<file path="config.mk">
export PLATFORM = sky130hd
export DESIGN_NAME = sram_async_ctrl
export DESIGN_NICKNAME = d
export VERILOG_FILES = /design/src/rtl/sram_ctrl_pkg.sv /design/src/rtl/sram_ctrl_timer.sv /design/src/rtl/sram_ctrl_fsm.sv /design/src/rtl/sram_ctrl_datapath.sv /design/src/rtl/sram_async_ctrl.sv
export SDC_FILE = /design/constraint.sdc
export NUM_CORES = 1
export LEC_CHECK = 0
export ABC_AREA = 1
export BUFFER_PORTS_ARGS = -buffer_cell sky130_fd_sc_hd__buf_4
export CAP_MARGIN = 0
export CORE_ASPECT_RATIO = 0.6
export CORE_MARGIN = 2
export CORE_UTILIZATION = 35
export DETAILED_ROUTE_END_ITERATION = 8
export SYNTH_ARGS = -nofsm -noshare
export SYNTH_HDL_FRONTEND = slang
export SYNTH_SLANG_ARGS = --single-unit
</file>
<file path="constraint.sdc">
create_clock -name clk -period 2.5 [get_ports clk]
set_input_delay 0.125 -clock clk [delete_from_list [all_inputs] [get_ports clk]]
set_output_delay 0.125 -clock clk [all_outputs]
set_load 0.05 [all_outputs]
</file>
<file path="src/rtl/sram_ctrl_pkg.sv">
`timescale 1ns/1ps
package sram_ctrl_pkg;

  typedef enum logic [2:0] {
    ST_IDLE = 3'd0,
    ST_RD   = 3'd1,
    ST_WSET = 3'd2,
    ST_WPUL = 3'd3,
    ST_WEND = 3'd4,
    ST_DONE = 3'd5
  } ctl_state_e;

  // nanoseconds to whole clock cycles, rounded up, never below one
  function automatic int unsigned ns_to_cyc(input int unsigned ns, input int unsigned per);
    int unsigned c;
    c = (ns + per - 1) / per;
    return (c < 1) ? 1 : c;
  endfunction

  function automatic int unsigned umax(input int unsigned a, input int unsigned b);
    return (a > b) ? a : b;
  endfunction

  // cycles still owed after 'used' cycles have elapsed, at least one
  function automatic int unsigned rem_after(input int unsigned total, input int unsigned used);
    return (total > used) ? total - used : 1;
  endfunction

endpackage

</file>
<file path="src/rtl/sram_ctrl_timer.sv">
`timescale 1ns/1ps
module sram_ctrl_timer #(
  parameter int CNT_W = 4
) (
  input  logic             clk,
  input  logic             rst_n,
  input  logic             load,
  input  logic [CNT_W-1:0] load_val,
  output logic             expired
);
  logic [CNT_W-1:0] cnt_q, cnt_d;

  always_comb begin
    cnt_d = cnt_q;
    if (load)
      cnt_d = load_val;
    else if (cnt_q != '0)
      cnt_d = cnt_q - 1'b1;
  end

  always_ff @(posedge clk or negedge rst_n) begin
    if (!rst_n) cnt_q <= '0;
    else        cnt_q <= cnt_d;
  end

  assign expired = (cnt_q == '0);
endmodule

</file>
<file path="src/rtl/sram_ctrl_fsm.sv">
`timescale 1ns/1ps
module sram_ctrl_fsm
  import sram_ctrl_pkg::*;
#(
  parameter int CNT_W   = 4,
  parameter int RD_LOAD = 0,
  parameter int WS_LOAD = 0,
  parameter int WP_LOAD = 0
) (
  input  logic             clk,
  input  logic             rst_n,
  input  logic             req,
  input  logic             wr_en,
  input  logic             expired,
  output ctl_state_e       state_q,
  output logic             load,
  output logic [CNT_W-1:0] load_val,
  output logic             accept,
  output logic             capture
);
  ctl_state_e state_d;

  always_comb begin
    state_d  = state_q;
    load     = 1'b0;
    load_val = '0;
    accept   = 1'b0;
    capture  = 1'b0;
    unique case (state_q)
      ST_IDLE: if (req) begin
        accept = 1'b1;
        load   = 1'b1;
        if (wr_en) begin
          state_d  = ST_WSET;
          load_val = CNT_W'(WS_LOAD);
        end else begin
          state_d  = ST_RD;
          load_val = CNT_W'(RD_LOAD);
        end
      end
      ST_RD: if (expired) begin
        capture = 1'b1;
        state_d = ST_DONE;
      end
      ST_WSET: if (expired) begin
        state_d  = ST_WPUL;
        load     = 1'b1;
        load_val = CNT_W'(WP_LOAD);
      end
      ST_WPUL: if (expired) state_d = ST_WEND;
      ST_WEND: state_d = ST_DONE;
      ST_DONE: state_d = ST_IDLE;
      default: state_d = ST_IDLE;
    endcase
  end

  always_ff @(posedge clk or negedge rst_n) begin
    if (!rst_n) state_q <= ST_IDLE;
    else        state_q <= state_d;
  end
endmodule

</file>
<file path="src/rtl/sram_ctrl_datapath.sv">
`timescale 1ns/1ps
module sram_ctrl_datapath #(
  parameter int ADDR_W = 17,
  parameter int DATA_W = 8
) (
  input  logic              clk,
  input  logic              rst_n,
  input  logic              accept,
  input  logic              capture,
  input  logic [ADDR_W-1:0] host_addr,
  input  logic [DATA_W-1:0] host_wdata,
  input  logic [DATA_W-1:0] mem_rdata,
  output logic [ADDR_W-1:0] addr_q,
  output logic [DATA_W-1:0] wdata_q,
  output logic [DATA_W-1:0] rdata_q
);
  logic [ADDR_W-1:0] addr_d;
  logic [DATA_W-1:0] wdata_d, rdata_d;

  always_comb begin
    addr_d  = accept  ? host_addr  : addr_q;
    wdata_d = accept  ? host_wdata : wdata_q;
    rdata_d = capture ? mem_rdata  : rdata_q;
  end

  always_ff @(posedge clk or negedge rst_n) begin
    if (!rst_n) begin
      addr_q  <= '0;
      wdata_q <= '0;
      rdata_q <= '0;
    end else begin
      addr_q  <= addr_d;
      wdata_q <= wdata_d;
      rdata_q <= rdata_d;
    end
  end
endmodule

</file>
<file path="src/rtl/sram_async_ctrl.sv">
`timescale 1ns/1ps
module sram_async_ctrl
  import sram_ctrl_pkg::*;
#(
  parameter int unsigned CLK_PERIOD_NS = 8,
  parameter int unsigned T_RC_NS  = 55,
  parameter int unsigned T_AA_NS  = 55,
  parameter int unsigned T_OE_NS  = 30,
  parameter int unsigned T_WC_NS  = 55,
  parameter int unsigned T_WP_NS  = 35,
  parameter int unsigned T_AW_NS  = 55,
  parameter int unsigned T_DW_NS  = 25,
  parameter int unsigned T_OHZ_NS = 30,
  parameter int unsigned T_WHZ_NS = 25,
  parameter int ADDR_W = 17,
  parameter int DATA_W = 8
) (
  input  logic              clk,
  input  logic              rst_n,
  input  logic              req,
  input  logic              wr_en,
  input  logic [ADDR_W-1:0] addr,
  input  logic [DATA_W-1:0] wr_data,
  output logic [DATA_W-1:0] rd_data,
  output logic              done,
  output logic [ADDR_W-1:0] mem_addr,
  output logic              mem_ce1_n,
  output logic              mem_ce2,
  output logic              mem_we_n,
  output logic              mem_oe_n,
  output logic [DATA_W-1:0] mem_dq_out,
  output logic              mem_dq_oe,
  input  logic [DATA_W-1:0] mem_dq_in
);
  localparam int unsigned P        = CLK_PERIOD_NS;
  localparam int unsigned RD_CYC   = umax(umax(ns_to_cyc(T_AA_NS, P), ns_to_cyc(T_OE_NS, P)),
                                          ns_to_cyc(T_RC_NS, P));
  localparam int unsigned TURN_CYC = umax(ns_to_cyc(T_OHZ_NS, P), ns_to_cyc(T_WHZ_NS, P));
  localparam int unsigned WP_CYC   = umax(umax(ns_to_cyc(T_WP_NS, P), ns_to_cyc(T_DW_NS, P)),
                                          umax(rem_after(ns_to_cyc(T_AW_NS, P), TURN_CYC),
                                               rem_after(ns_to_cyc(T_WC_NS, P), TURN_CYC + 1)));
  localparam int unsigned MAX_CYC  = umax(RD_CYC, umax(TURN_CYC, WP_CYC));
  localparam int CNT_W             = $clog2(MAX_CYC + 1);

  // asynchronous assertion, synchronous release
  logic [1:0] rst_sync_q;
  logic       rst_int_n;
  always_ff @(posedge clk or negedge rst_n) begin
    if (!rst_n) rst_sync_q <= '0;
    else        rst_sync_q <= {rst_sync_q[0], 1'b1};
  end
  assign rst_int_n = rst_sync_q[1];

  ctl_state_e       state_q;
  logic             load, accept, capture, expired;
  logic [CNT_W-1:0] load_val;
  logic [DATA_W-1:0] rdata_q, wdata_q;
  logic [ADDR_W-1:0] addr_q;

  sram_ctrl_fsm #(
    .CNT_W  (CNT_W),
    .RD_LOAD(int'(RD_CYC) - 1),
    .WS_LOAD(int'(TURN_CYC) - 1),
    .WP_LOAD(int'(WP_CYC) - 1)
  ) u_fsm (
    .clk     (clk),
    .rst_n   (rst_int_n),
    .req     (req),
    .wr_en   (wr_en),
    .expired (expired),
    .state_q (state_q),
    .load    (load),
    .load_val(load_val),
    .accept  (accept),
    .capture (capture)
  );

  sram_ctrl_timer #(.CNT_W(CNT_W)) u_timer (
    .clk     (clk),
    .rst_n   (rst_int_n),
    .load    (load),
    .load_val(load_val),
    .expired (expired)
  );

  sram_ctrl_datapath #(.ADDR_W(ADDR_W), .DATA_W(DATA_W)) u_dp (
    .clk       (clk),
    .rst_n     (rst_int_n),
    .accept    (accept),
    .capture   (capture),
    .host_addr (addr),
    .host_wdata(wr_data),
    .mem_rdata (mem_dq_in),
    .addr_q    (addr_q),
    .wdata_q   (wdata_q),
    .rdata_q   (rdata_q)
  );

  // memory pins decoded from the registered state
  logic selected;
  always_comb begin
    selected   = (state_q == ST_RD) || (state_q == ST_WSET) ||
                 (state_q == ST_WPUL) || (state_q == ST_WEND);
    mem_ce1_n  = !selected;
    mem_ce2    = selected;
    mem_oe_n   = (state_q != ST_RD);
    mem_we_n   = (state_q != ST_WPUL);
    mem_dq_oe  = (state_q == ST_WPUL) || (state_q == ST_WEND);
    mem_dq_out = wdata_q;
    mem_addr   = addr_q;
    done       = (state_q == ST_DONE);
    rd_data    = rdata_q;
  end
endmodule

</file>
==> results.toml, run 1 <==
[run_status]
status = "finished clean"

[flow_run]
drv_cap = 0

[clock_network]
postcts_setup_bufs = 0
clk_pin_slew_ns = 0.08
clock_path_buffers = 2
cts_resized = 0
clock_insertion_delay_worst_skew_ns = 0.29
cts_htree_levels = 2
cts_made_buffers = 5
tritoncts = "yes"
clock_sink_count = 41
root_buffer_selected_by_cts = "sky130_fd_sc_hd__clkbuf_8"

[min_path]
hold_class = "input pin to flip-flop"
timing.hold.worst.start = "addr[11]"

[critical_path]
slowest_stage = "sky130_fd_sc_hd__dfrtp_1"
startpoint = "u_fsm.state_q[2]"
cp.arrival_ns = 1.82
cell_occurring_most_often_along_the_worst_timing_path = "sky130_fd_sc_hd__nand2_1"
critical_path.top_delay_family = "simple AND/OR/NAND/NOR gates"
timing.critical_path.fanout_max = 26
timing.critical_path.required_ns = 2.73
rr_startpoint = "u_fsm.state_q[2]"
critPathMaxStageDelay_ns = 0.43
buffer_and_inverter_count_on_the_worst_path = 1
worst_setup_path_end_kind = "flip-flop"
timing.setup.critical_path_class = "flip-flop to flip-flop"
timing.critical_path.cells = "nor2_4 > nand3_2 > inv_2 > nand2_1 > nand2_1 > nand2_1 > nand2_1"
worstSetupStartpointType = "flip-flop"

[placed_design]
place_congestion = 0.845
dp.final_hpwl_um = 3010
io_buffer_count = 75

[synthesis]
netlist_area_um2 = 1750
postSynthCellCount = 207
synth.avg_cell_area_um2 = 8.47
yosysWarningCount = 0
synthesis.nets = 246
synth-seq-area-share = 0.585
ys_types = 19
ys_seq_elements = 41

[die]
core-area_um2 = 4680
rows = 19
floorplan.die.width_um = 95.4
dieHeight_um = 58.8
boundaryPins = 76
die-area_um2 = 5610
floorplan.initialDensity = 0.374

[grt]
largest_net_degree_at_the_start_of_global_routing = 40
grt_pass1_vias = 1406
grt_antenna_before_repair = 0
gr-total-overflow = 0
globalRouteTotalUtil = 0.156
grt_first_pass_wirelength_um = 6630

[finish]
antenna_cells_inserted = 0
final_cell_mix = "sky130_fd_sc_hd__nand2_1 (109), sky130_fd_sc_hd__buf_4 (78), sky130_fd_sc_hd__dfrtp_1 (40)"
nets = 325
final_core_util = 0.529
syn_to_final_growth_pct = 41.3
layout_commonest_cell = "sky130_fd_sc_hd__nand2_1"
drive_above_1_share = 0.321

[timing]
grt_setup_unrepaired = "no"
slew_headroom = 0.449
finalCritPeriodShare = 0.636
fin_tns_setup_ns = 0
finalSetupViolations = 0
layout_min_cycle_time_ns = 1.59
clock_skews_ns = 0.00446
finalHoldViolations = 0
fmaxAchievable_mhz = 629
drv_slew = 0
worst_slew_pin_slew_ns = 0.826

[detailed_routing]
first_iter_violations = 67
wl_per_cell_um = 11.7
postRouteAntennaNets = 0
routed_vias = 1527
detail_route.first_pass.iterations = 4
drt-vias-per-instance = 4.36
drc_violations = 0
detail_route.wirelength_um = 4100
==> synth_stat cells, drive strengths merged <==
cell,count,area (um^2)
a21oi,1,5.00
buf,7,52.5
conb,1,3.75
dfrtp,41,1030
ha,2,25.0
inv,14,52.6
nand2,109,409
nand3,14,80.1
nand4,2,12.5
nor2,6,30.0
o21ai,8,40.0
o21bai,1,7.51
xor2,1,8.76
==> cell type report <==
cell class | count | area (um^2)
Clock buffer | 7 | 96.3
Clock inverter | 1 | 5.00
Fill cell | 447 | 2210
Inverter | 14 | 52.6
Multi-Input combinational cell | 145 | 622
Sequential cell | 41 | 1030
Tap cell | 63 | 78.8
Timing Repair Buffer | 79 | 596
==> routing by layer <==
metal,track usage,wire [um],part of all wire,vias to the layer above
met2,0.197,1490,0.36,71
met5,0,0,0,-
li1,-,-,-,789
met4,0.0559,40,0.0098,0
met1,0.240,2070,0.50,661
met3,0.0589,501,0.12,6
==> worst reg2reg max path, cell delays in order, from the launching register on <==
cell                      delay, ns
sky130_fd_sc_hd__dfrtp_1       0.43
sky130_fd_sc_hd__nor2_4        0.18
sky130_fd_sc_hd__nand3_2       0.23
sky130_fd_sc_hd__inv_2         0.41
sky130_fd_sc_hd__nand2_1       0.10
sky130_fd_sc_hd__nand2_1       0.08
sky130_fd_sc_hd__nand2_1       0.05
sky130_fd_sc_hd__nand2_1       0.05
==> through the flow <==
stage	setup slack, ns	instance area [um^2]	cells	hold WS, ns
finish	0.909	2480	350	0.0232
CTS	0.868	2480	350	0.0127
global placement	0.946	2370	341	-0.0910
detailed placement	0.885	2370	341	-0.0904
global route	0.670	2480	350	0.0121
floorplan	0.934	1750	207	-0.171
==> timing repair <==
action | in CTS | in global routing
hold buffers | 1 | 0
endpoints found under the hold margin | 2 | 0
endpoints found under the setup margin | 0 | 0
==> path summary, 6_finish.rpt <==
path / end / slack, ns / cells past startpoint
min in group asynchronous: rst_sync_q[0] / 0.14 / 2
worst max register to register: u_timer.cnt_q[0] / 0.91 / 7
worst min register to register: rst_sync_q[1] / 0.36 / 0
worst min-delay path: u_dp.addr_q[11] / 0.02 / 3
max in group asynchronous: u_dp.addr_q[8] / 1.61 / 0
worst max-delay path: u_timer.cnt_q[0] / 0.91 / 7
==> state kept, by name, indices dropped and copies added, names as in the netlist <==
signal and count:
u_fsm.state_q 3, u_dp.addr_q 17, u_dp.wdata_q 8, rst_sync_q 2
u_dp.rdata_q 8, u_timer.cnt_q 3
==> cell families (layout without fill, tap and decap cells) <==
logic type,count (synthesis),after routing,synth area share
and+or+nand+nor,131,131,0.303
DFF,41,41,0.585
xor gates and xnor gates,1,1,0.00500
other,1,1,0.00214
AOI/OAI and AO/OA,10,10,0.0300
buffers and inverters,21,101,0.0600
adders and majority gates,2,2,0.0143
Power of run 1 is not shown: default switching activity piles up to over one toggle a cycle in this logic, so the estimate is an artifact.
==> inputs of run 2 (changes only) <==
ABC_AREA = 0   (was 1)
clock period = 1.4 ns   (was 2.5 ns; I/O delays follow)
==> run 2 against run 1 <==
Net effect:
- the flow now finishes with violations (negative setup slack)
- global-route usage is 0.23 points lower
- routed wire length is 8.7% higher
- synthesized cell count is 41% lower
- utilization is 9.3 points higher
- via count is 13% lower
- design area is 18% higher
- area after synthesis is 0.93% higher
- sequential share of layout area is 6.4 points lower
- clock skew is 0.0021 ns lower
- fmax is 2.9% higher
- critical path type unchanged
==> results.toml, run 2 <==
[placed_design]
dp.final_hpwl_um = 3120
place_congestion = 0.760
pre_cts_slack_ns = -0.134
io_buffer_count = 75

[synthesis]
synth_top_area_frac = 0.580
synth.area.top_cells = "sky130_fd_sc_hd__dfrtp_1 (58%), sky130_fd_sc_hd__mux2_2 (10%), sky130_fd_sc_hd__mux2_4 (8.5%)"
yosys_most_used_dff = "sky130_fd_sc_hd__dfrtp_1"
synth-seq-area-share = 0.580
synth_top_area_cell = "sky130_fd_sc_hd__dfrtp_1"
ys_seq_elements = 41
yosysMostFrequentCell = "sky130_fd_sc_hd__dfrtp_1"
netlist_area_um2 = 1770
postSynthCellCount = 123
synthesis.nets = 162
synth_async_sr_flop_share = 1.00
yosysWarningCount = 0
ys_types = 31
synth.avg_cell_area_um2 = 14.4
post_synth_top_cells = "sky130_fd_sc_hd__dfrtp_1 (41), sky130_fd_sc_hd__mux2_2 (16), sky130_fd_sc_hd__mux2_4 (10)"
synth-edff-count = 0

[detailed_routing]
detail_route.first_pass.iterations = 4
drc_violations = 0
drt-vias-per-instance = 4.60
postRouteAntennaNets = 0
first_iter_violations = 62
detail_route.wirelength_um = 4450
routed_vias = 1329
wl_per_cell_um = 15.4

[grt]
globalRouteTotalUtil = 0.154
grt_pass1_vias = 1343
gr-total-overflow = 0
largest_net_degree_at_the_start_of_global_routing = 32
grt_first_pass_wirelength_um = 6490
grt_antenna_before_repair = 0

[timing]
setup_ws_ns = -0.146
clock_skews_ns = 0.00236
layout_min_cycle_time_ns = 1.55
fmaxAchievable_mhz = 647
finalHoldViolations = 0
finalSetupViolations = 40
fin_tns_setup_ns = -4.02
grt_setup_unrepaired = "yes"
finalCritPeriodShare = 1.10
hold_slack_ns = 0.0124
drv_slew = 0

[critical_path]
worstSetupStartpointType = "flip-flop"
timing.critical_path.required_ns = 1.57
timing.critical_path.fanout_max = 8
timing.setup.critical_path_class = "flip-flop to flip-flop"
cp.arrival_ns = 1.71
worst_setup_path_end_kind = "flip-flop"

[die]
rows = 19
floorplan.die.width_um = 95.8
core-area_um2 = 4710
die-area_um2 = 5660
dieHeight_um = 59.1
floorplan.initialDensity = 0.376
boundaryPins = 76

[finish]
largest_reg_flops = 17
reg.largest.list = "u_dp.addr_q (17), u_dp.rdata_q (8), u_dp.wdata_q (8)"
fillerInstances = 366
drive_above_1_share = 0.668
antenna_cells_inserted = 0
nets = 264
final_cell_mix = "sky130_fd_sc_hd__buf_4 (81), sky130_fd_sc_hd__dfrtp_1 (41), sky130_fd_sc_hd__mux2_4 (33)"
registers.top_by_ff_count = "u_dp.addr_q"
layout_commonest_cell = "sky130_fd_sc_hd__buf_4"
syn_to_final_growth_pct = 65.5

[clock_network]
tritoncts = "yes"
cts_htree_levels = 2
clock_path_buffers = 2
clock_insertion_delay_worst_skew_ns = 0.28
cts_made_buffers = 5
clk_pin_slew_ns = 0.07
clock_sink_count = 41
root_buffer_selected_by_cts = "sky130_fd_sc_hd__clkbuf_8"

[flow_run]
drv_cap = 0

[min_path]
hold_class = "input pin to flip-flop"

[run_status]
status = "complete, but fails checks"
failing_checks = "negative setup slack"
run 2: changes by cell type in the layout (fill, tap and decap cells not counted), moves of 4 or more:
cell | previous run | this run
sky130_fd_sc_hd__buf_6 | 0 | 10
sky130_fd_sc_hd__buf_8 | 0 | 4
sky130_fd_sc_hd__inv_1 | 12 | 2
sky130_fd_sc_hd__mux2_4 | 0 | 33
sky130_fd_sc_hd__nand2_1 | 109 | 2
sky130_fd_sc_hd__nand3_1 | 12 | 0
sky130_fd_sc_hd__o21ai_1 | 4 | 0
run 2: layout make-up:
type	instances	area (um^2)	share of cell area
flip-flops and latches	41	1030	0.350
repair buffers	102	888	0.303
multi-input cells	71	840	0.287
clock buffers	8	80.1	0.0274
well taps	63	78.8	0.0269
inverters	4	15.0	0.00513
run 2: worst paths after layout:
path                                  start  slack (ns)  cells after the start              end
max                        u_fsm.state_q[0]       -0.15                      5   u_dp.addr_q[3]
min                            mem_dq_in[4]        0.01                      2  u_dp.rdata_q[4]
max reg2reg                u_fsm.state_q[0]       -0.15                      5   u_dp.addr_q[3]
min reg2reg                   rst_sync_q[1]        0.16                      0  u_dp.rdata_q[5]
max in group asynchronous     rst_sync_q[1]        0.75                      1  u_dp.addr_q[16]
min in group asynchronous             rst_n        0.10                      2    rst_sync_q[0]
run 2: critical path, cell delays in order, from the launching register on:
cell and delay, ns:
sky130_fd_sc_hd__dfrtp_1 0.40, sky130_fd_sc_hd__buf_6 0.13, sky130_fd_sc_hd__nor4b_4 0.25, sky130_fd_sc_hd__buf_6 0.19, sky130_fd_sc_hd__buf_12 0.15, sky130_fd_sc_hd__mux2_4 0.31
run 2: what timing repair did:
action                     4_1_cts  5_1_grt
gates cloned                     1        0
pin swaps                        3        1
hold endpoints to repair         4        1
hold buffers                     3        1
setup endpoints to repair       43       43
setup buffers                    5        0
resized for setup               36       11
run 2: layer usage:
layer,global-route usage,share of wire
met2,0.259,0.46
met4,0.0490,0.0094
met5,0,0
met1,0.196,0.45
met3,0.0420,0.071
run 2: kinds of logic (layout without fill, tap and decap cells):
kind of cell,after synthesis,after routing,synth area share
flip-flops,41,41,0.580
adder cells (fa/ha/maj),2,2,0.0141
buffers and inverters,11,114,0.0431
XOR/XNOR,2,2,0.00990
other,1,1,0.00212
AO/OA/AOI/OAI,13,13,0.0516
AND/OR/NAND/NOR,20,20,0.0679
multiplexers,33,33,0.231
run 2: through the flow:
stage / util / cell area [um^2] / cells
after detailed placement: 0.545 / 2560 / 271
after CTS: 0.610 / 2870 / 288
after floorplan: - / 1850 / 123
final: 0.622 / 2930 / 289
after global placement: 0.545 / 2560 / 271
after global routing: 0.622 / 2930 / 289
Power of run 2 is left out for the same reason.
